--- src/rtl/zone_luma_meter.sv ---
module zone_luma_meter #(
  parameter int LUMA_W = 8,
  parameter int ZONE_W = 44,
  parameter int ZONE_H = 36,
  parameter int GRID   = 8
) (
  input  logic              clk,
  input  logic              rst_n,
  input  logic              frame_valid,
  input  logic              line_valid,
  input  logic [LUMA_W-1:0] luma,
  input  logic [1:0]        win_mode,
  output logic [7:0]        meter_lo,
  output logic [LUMA_W-5:0] meter_hi
);

  localparam int FRAC    = 4;
  localparam int OUT_W   = LUMA_W + FRAC;
  localparam int MAXY    = (1 << LUMA_W) - 1;
  localparam int PIX_MAX = GRID * GRID * ZONE_W * ZONE_H;
  localparam int W_W     = $clog2(PIX_MAX * 5 + 1);
  localparam int ACC_W   = $clog2(PIX_MAX * 5 * MAXY + 1);
  localparam int R_W     = ACC_W + OUT_W;
  localparam int P_W     = LUMA_W + 3;
  localparam int CX_W    = $clog2(ZONE_W);
  localparam int CY_W    = $clog2(ZONE_H);
  localparam int Z_W     = $clog2(GRID + 1);
  localparam int S_W     = $clog2(OUT_W);
  localparam int C_LO    = GRID / 4;
  localparam int C_HI    = GRID - 1 - GRID / 4;

  logic             fv_d, lv_d;
  logic [1:0]       mode_q;
  logic [CX_W-1:0]  cx;
  logic [CY_W-1:0]  cy;
  logic [Z_W-1:0]   zc, zr;
  logic [ACC_W-1:0] acc;
  logic [W_W-1:0]   wsum;
  logic             busy;
  logic [S_W-1:0]   step;
  logic [R_W-1:0]   rem;
  logic [W_W-1:0]   den;
  logic [OUT_W-1:0] quo, meter;
  logic [2:0]       wq;
  logic [P_W-1:0]   prod;

  wire fstart  = frame_valid & ~fv_d;
  wire fend    = ~frame_valid & fv_d;
  wire pix     = frame_valid & line_valid;
  wire lend    = frame_valid & lv_d & ~line_valid;
  wire in_grid = (zc < Z_W'(GRID)) && (zr < Z_W'(GRID));
  wire take    = pix & in_grid;
  wire [1:0] cur_mode = fstart ? win_mode : mode_q;

  function automatic logic [2:0] zone_wt(input logic [1:0] m, input int r, input int c);
    logic ctr, corner, rim;
    ctr    = (r >= C_LO) && (r <= C_HI) && (c >= C_LO) && (c <= C_HI);
    corner = (r == 0 || r == GRID - 1) && (c == 0 || c == GRID - 1);
    rim    = (r == 0) || (r == GRID - 1) || (c == 0) || (c == GRID - 1);
    case (m)
      2'd0:    zone_wt = ctr ? 3'd5 : (corner ? 3'd2 : 3'd4);
      2'd1:    zone_wt = ctr ? 3'd5 : (r == 0) ? 3'd2 : (rim ? 3'd4 : 3'd3);
      2'd2:    zone_wt = 3'd4;
      default: zone_wt = (r < GRID / 4) ? 3'd2 : (r < GRID / 2) ? 3'd4 : 3'd5;
    endcase
  endfunction

  assign wq = zone_wt(cur_mode, int'(zr), int'(zc));

  always_comb begin
    case (wq)
      3'd2:    prod = P_W'(luma) << 1;
      3'd3:    prod = (P_W'(luma) << 1) + P_W'(luma);
      3'd4:    prod = P_W'(luma) << 2;
      3'd5:    prod = (P_W'(luma) << 2) + P_W'(luma);
      default: prod = '0;
    endcase
  end

  always_ff @(posedge clk) begin
    if (!rst_n) begin
      fv_d <= 1'b0;
      lv_d <= 1'b0;
      mode_q <= 2'd0;
    end else begin
      fv_d <= frame_valid;
      lv_d <= line_valid;
      if (fstart) mode_q <= win_mode;
    end
  end

  always_ff @(posedge clk) begin
    if (!rst_n || !line_valid) begin
      cx <= '0;
      zc <= '0;
    end else if (pix) begin
      if (cx == CX_W'(ZONE_W - 1)) begin
        cx <= '0;
        if (zc < Z_W'(GRID)) zc <= zc + 1'b1;
      end else begin
        cx <= cx + 1'b1;
      end
    end
  end

  always_ff @(posedge clk) begin
    if (!rst_n || !frame_valid) begin
      cy <= '0;
      zr <= '0;
    end else if (lend) begin
      if (cy == CY_W'(ZONE_H - 1)) begin
        cy <= '0;
        if (zr < Z_W'(GRID)) zr <= zr + 1'b1;
      end else begin
        cy <= cy + 1'b1;
      end
    end
  end

  always_ff @(posedge clk) begin
    if (!rst_n) begin
      acc  <= '0;
      wsum <= '0;
    end else if (fstart) begin
      acc  <= take ? ACC_W'(prod) : '0;
      wsum <= take ? W_W'(wq) : '0;
    end else if (take) begin
      acc  <= acc + ACC_W'(prod);
      wsum <= wsum + W_W'(wq);
    end
  end

  wire [R_W-1:0]   trial  = R_W'(den) << step;
  wire             fits   = rem >= trial;
  wire [OUT_W-1:0] quo_nx = fits ? (quo | (OUT_W'(1) << step)) : quo;

  always_ff @(posedge clk) begin
    if (!rst_n) begin
      busy  <= 1'b0;
      step  <= '0;
      rem   <= '0;
      den   <= '0;
      quo   <= '0;
      meter <= '0;
    end else if (fend) begin
      if (wsum == '0) begin
        busy <= 1'b1;
        den  <= '1;
        rem  <= '0;
      end else begin
        busy <= 1'b1;
        den  <= wsum;
        rem  <= R_W'(acc) << FRAC;
      end
      step <= S_W'(OUT_W - 1);
      quo  <= '0;
    end else if (busy) begin
      quo <= quo_nx;
      if (fits) rem <= rem - trial;
      if (step == '0) begin
        busy  <= 1'b0;
        meter <= quo_nx;
      end else begin
        step <= step - 1'b1;
      end
    end
  end

  assign meter_lo = meter[7:0];
  assign meter_hi = meter[OUT_W-1:8];

  a_r2_outside_grid_ignored: assert property (@(posedge clk) disable iff (!rst_n)
    (pix && !fstart && !in_grid) |=> $stable(acc));
  a_r7_meter_bound: assert property (@(posedge clk) disable iff (!rst_n)
    meter <= OUT_W'(MAXY << FRAC));
  a_r7_sum_vs_weights: assert property (@(posedge clk) disable iff (!rst_n)
    acc <= ACC_W'(wsum) * ACC_W'(MAXY));
  a_r10_meter_only_at_finish: assert property (@(posedge clk) disable iff (!rst_n)
    !busy |=> $stable(meter));
  a_r10_full_division: assert property (@(posedge clk) disable iff (!rst_n)
    $fell(busy) |-> $past(step) == '0);
  a_r11_clear_on_start: assert property (@(posedge clk) disable iff (!rst_n)
    fstart |=> acc <= ACC_W'(5 * MAXY));

endmodule

--- config.mk ---
export PLATFORM = sky130hd
export DESIGN_NAME = zone_luma_meter
export DESIGN_NICKNAME = d
export VERILOG_FILES = /design/src/rtl/zone_luma_meter.sv
export SDC_FILE = /design/constraint.sdc
export NUM_CORES = 1
export LEC_CHECK = 0
export ABC_AREA = 1
export BUFFER_PORTS_ARGS = -buffer_cell sky130_fd_sc_hd__buf_4
export CAP_MARGIN = 20
export CORE_ASPECT_RATIO = 2
export CORE_MARGIN = 4
export CORE_UTILIZATION = 45
export DETAILED_ROUTE_END_ITERATION = 12
export PLACE_DENSITY = 0.64
export SLEW_MARGIN = 15
export SYNTH_ARGS = -nofsm -noshare
export SYNTH_HDL_FRONTEND = slang
export SYNTH_SLANG_ARGS = --single-unit
--- constraint.sdc ---
create_clock -name clk -period 6.41 [get_ports clk]
set_input_delay 0 -clock clk [delete_from_list [all_inputs] [get_ports clk]]
set_output_delay 0 -clock clk [all_outputs]
set_load 0.03 [all_outputs]
==> flow_metrics.tcl <==
set metrics [dict create \
    fin_nets 2069 \
    clockBufferDepth 2 \
    worstMarginPinSlew_ps 1040 \
    status "completed" \
    dr.pass1.iters 5 \
    maxCapViolations 0 \
    net-switching-power_w 0.00232 \
    drc 0 \
    insertion_delay_ps 460 \
    gr-total-overflow 0 \
    synth_cell_types 58 \
    ant_nets 0 \
    avgViaCountPerCell 5.46 \
    die_area_um2 30400 \
    synthCells 1979 \
    synth_area_per_cell_um2 6.26 \
    die_w_um 125 \
    finalSetupTns_ps 0 \
    wl_met2_um 22300 \
    cts_resized 0 \
    power_frac_clock_pct 22.9 \
    grt_pass1_vias 12500 \
    internal_power_w 0.00234 \
    end_kind "flip-flop" \
    fp.dieH_um 243 \
    dp.cells 2302 \
    swShare_pct 49.8 \
    hpwl_um 32900 \
    core_um2 27000 \
    antenna_cells 0 \
    hold_slack_ps 11.8 \
    yosys_warnings 0 \
    hold_viol 0 \
    area_delta_synth_final_pct 8.63 \
    crit_fanout 22 \
    grt_use_total_pct 26.7 \
    rows 85 \
    cts-htree-levels 4 \
    clock_tree.root_cell "clkbuf_16" \
    finalCritPeriodShare_pct 72.2 \
    grt_pass1_wl_um 64300 \
    dp_slack_ps 1820 \
    vias 12800 \
    cts.sinks 157 \
    worst_slack_ps 1780 \
    antenna_found_initial 0 \
    max-vdd-ir-drop_uv 212 \
    period_minus_slack_ps 4630 \
    start_kind "flip-flop" \
    top_layer_used "met4" \
    fillCellCount 2871 \
    postSynthRegisterBits 157 \
    ys_seq_area_share_pct 25.4 \
    m1WireLength_um 14400 \
    synth-edff-count 0 \
    tritoncts "yes" \
    wl_per_cell_um 17.5 \
    syn_area_um2 12400 \
    hold_path.class "input pin to flip-flop" \
    required_ps 6760 \
    cp.arrival_ps 4970 \
    drv_slew 0 \
    power_leakage_nw 6.40 \
    wl_met3_um 1250 \
    powerDensity_nw_per_um2 346 \
    synth_ff_type "dfxtp_1" \
    pin_count 26 \
    rsz0062_at_grt "no" \
    drive_above_1_share_pct 7.19 \
    stdcell_count 2338 \
    grt_max_degree 62 \
    skew_ps 14.5 \
    drtIter0Drc 797 \
    gp_congestion 1.01 \
    wirelength_um 40900 \
    crit_type "flip-flop to flip-flop" \
    syn_nets 2071 \
    finalSetupViolations 0 \
    cts_made_buffers 17 \
    start_util_pct 45.9 \
    slew_headroom_pct 29.9 \
    async_flop_share_pct 0 \
    clk_pin_slew_ps 80 \
    share_comb_of_total_power_pct 53.4 \
    fmax_mhz 216 \
    io_buffer_count 25 \
    seqPwrFrac_pct 23.7 \
]
[cell type report]
cell class | instances | area (um2) | area share [%]
clock buffers | 17 | 425 | 3.16
clock inverters | 15 | 189 | 1.40
inverters | 271 | 1020 | 7.59
multi-input cells | 1489 | 7930 | 58.9
flip-flops and latches | 157 | 3140 | 23.3
well taps | 348 | 435 | 3.23
repair buffers | 41 | 318 | 2.36
[routing by layer]
layer | track usage (%) | vias up
met1 | 25.8 | 5807
met2 | 51.9 | 325
met3 | 2.88 | 117
li1 | - | 6520
met5 | 0 | -
met4 | 17.8 | 0
[layout by cell type (no fill, tap or decap), types with 8 or more instances in the layout]
cell type and count:
inv_1 254, dfxtp_1 157, buf_4 37, or2_2 8, o21ai_1 11, nand2_1 480
a21oi_1 143, nor3_1 28, nand2_2 11, nor2_1 192, nand3_1 151, xnor2_1 14
a221oi_1 9, o21ai_0 167, nand2_4 9, mux2i_1 12, inv_2 11, xor2_1 21
nand4_1 42, nor4_1 8, ha_1 73, clkbuf_16 17, a31oi_1 15, nor2_2 8
[worst paths after layout]
kind	to	startpoint	slack (ps)	cells past startpoint
worst max-delay path	rem[28]	step[1]	1780	16
worst min-delay path	rem[16]	rst_n	10	3
worst max register to register	rem[28]	step[1]	1780	16
worst min register to register	wsum[4]	wsum[4]	450	1
[logic make-up (layout without fill, tap and decap cells)]
kind of cell,count (synthesis),count (layout),share of synthesized area (%)
xor gates and xnor gates,35,35,2.47
AOI/OAI and AO/OA,399,399,18.0
and+or+nand+nor,965,965,34.3
DFF,157,157,25.4
muxes,12,12,0.969
adders and majority gates,78,78,8.18
buffers and inverters,333,344,10.7
[repair_timing]
item,4_1_cts,5_1_grt
hold endpoints to repair,11,0
hold buffers,4,0
buffers inserted,0,0
endpoints found under the setup margin,0,0
[critical path, cell delays in order (launching register included)]
cell and delay [ps]:
dfxtp_1 600, inv_1 450, mux2i_1 360, o21ai_0 150, o21ai_0 680, ha_1 460, nand2_1 150, nor2_1 80
and2_1 200, nand2_1 80, nor2_1 60, nor2_1 180, nand2_4 170, a21oi_4 550, nor2_1 180, nand3_1 120
nand2_1 50
[state kept, by name, summed over array words and instances, names as in the netlist, 6 cells and up]
| register | flops |
|---|---|
| rem | 39 |
| cy | 6 |
| den | 19 |
| meter | 12 |
| wsum | 19 |
| cx | 6 |
| acc | 27 |
| quo | 12 |
[power groups by stage]
stage	combinational (W)	clock, W	sequential, W
after floorplan	0.00177	0	0.00111
after global placement	0.00244	0	0.00112
after CTS	0.00246	0.00109	0.00110
after global routing	0.00276	0.00112	0.00111
after detailed placement	0.00244	0	0.00112
final	0.00249	0.00107	0.00110
[Yosys cell counts, types with 21 or more instances]
| master | count | share of area [%] |
|---|---|---|
| a21oi_1 | 143 | 5.8 |
| ha_1 | 73 | 7.4 |
| xor2_1 | 21 | 1.5 |
| clkbuf_1 | 41 | 1.2 |
| nor3_1 | 28 | 1.1 |
| o21ai_0 | 167 | 6.7 |
| inv_1 | 255 | 7.7 |
| nor2_1 | 193 | 5.8 |
| nand2_1 | 480 | 15 |
| dfxtp_1 | 157 | 25 |
| nand3_1 | 151 | 6.1 |
| nand4_1 | 42 | 2.1 |
[per-stage QoR]
stage,util (%),area [um2],total power [W]
after floorplan,-,12400,0.00288
after global placement,47.4,12800,0.00357
after detailed placement,47.4,12800,0.00356
after CTS,49.8,13500,0.00465
after global routing,49.8,13500,0.00499
final,49.8,13500,0.00466
Note: power is estimated with default switching activity, not from simulation.
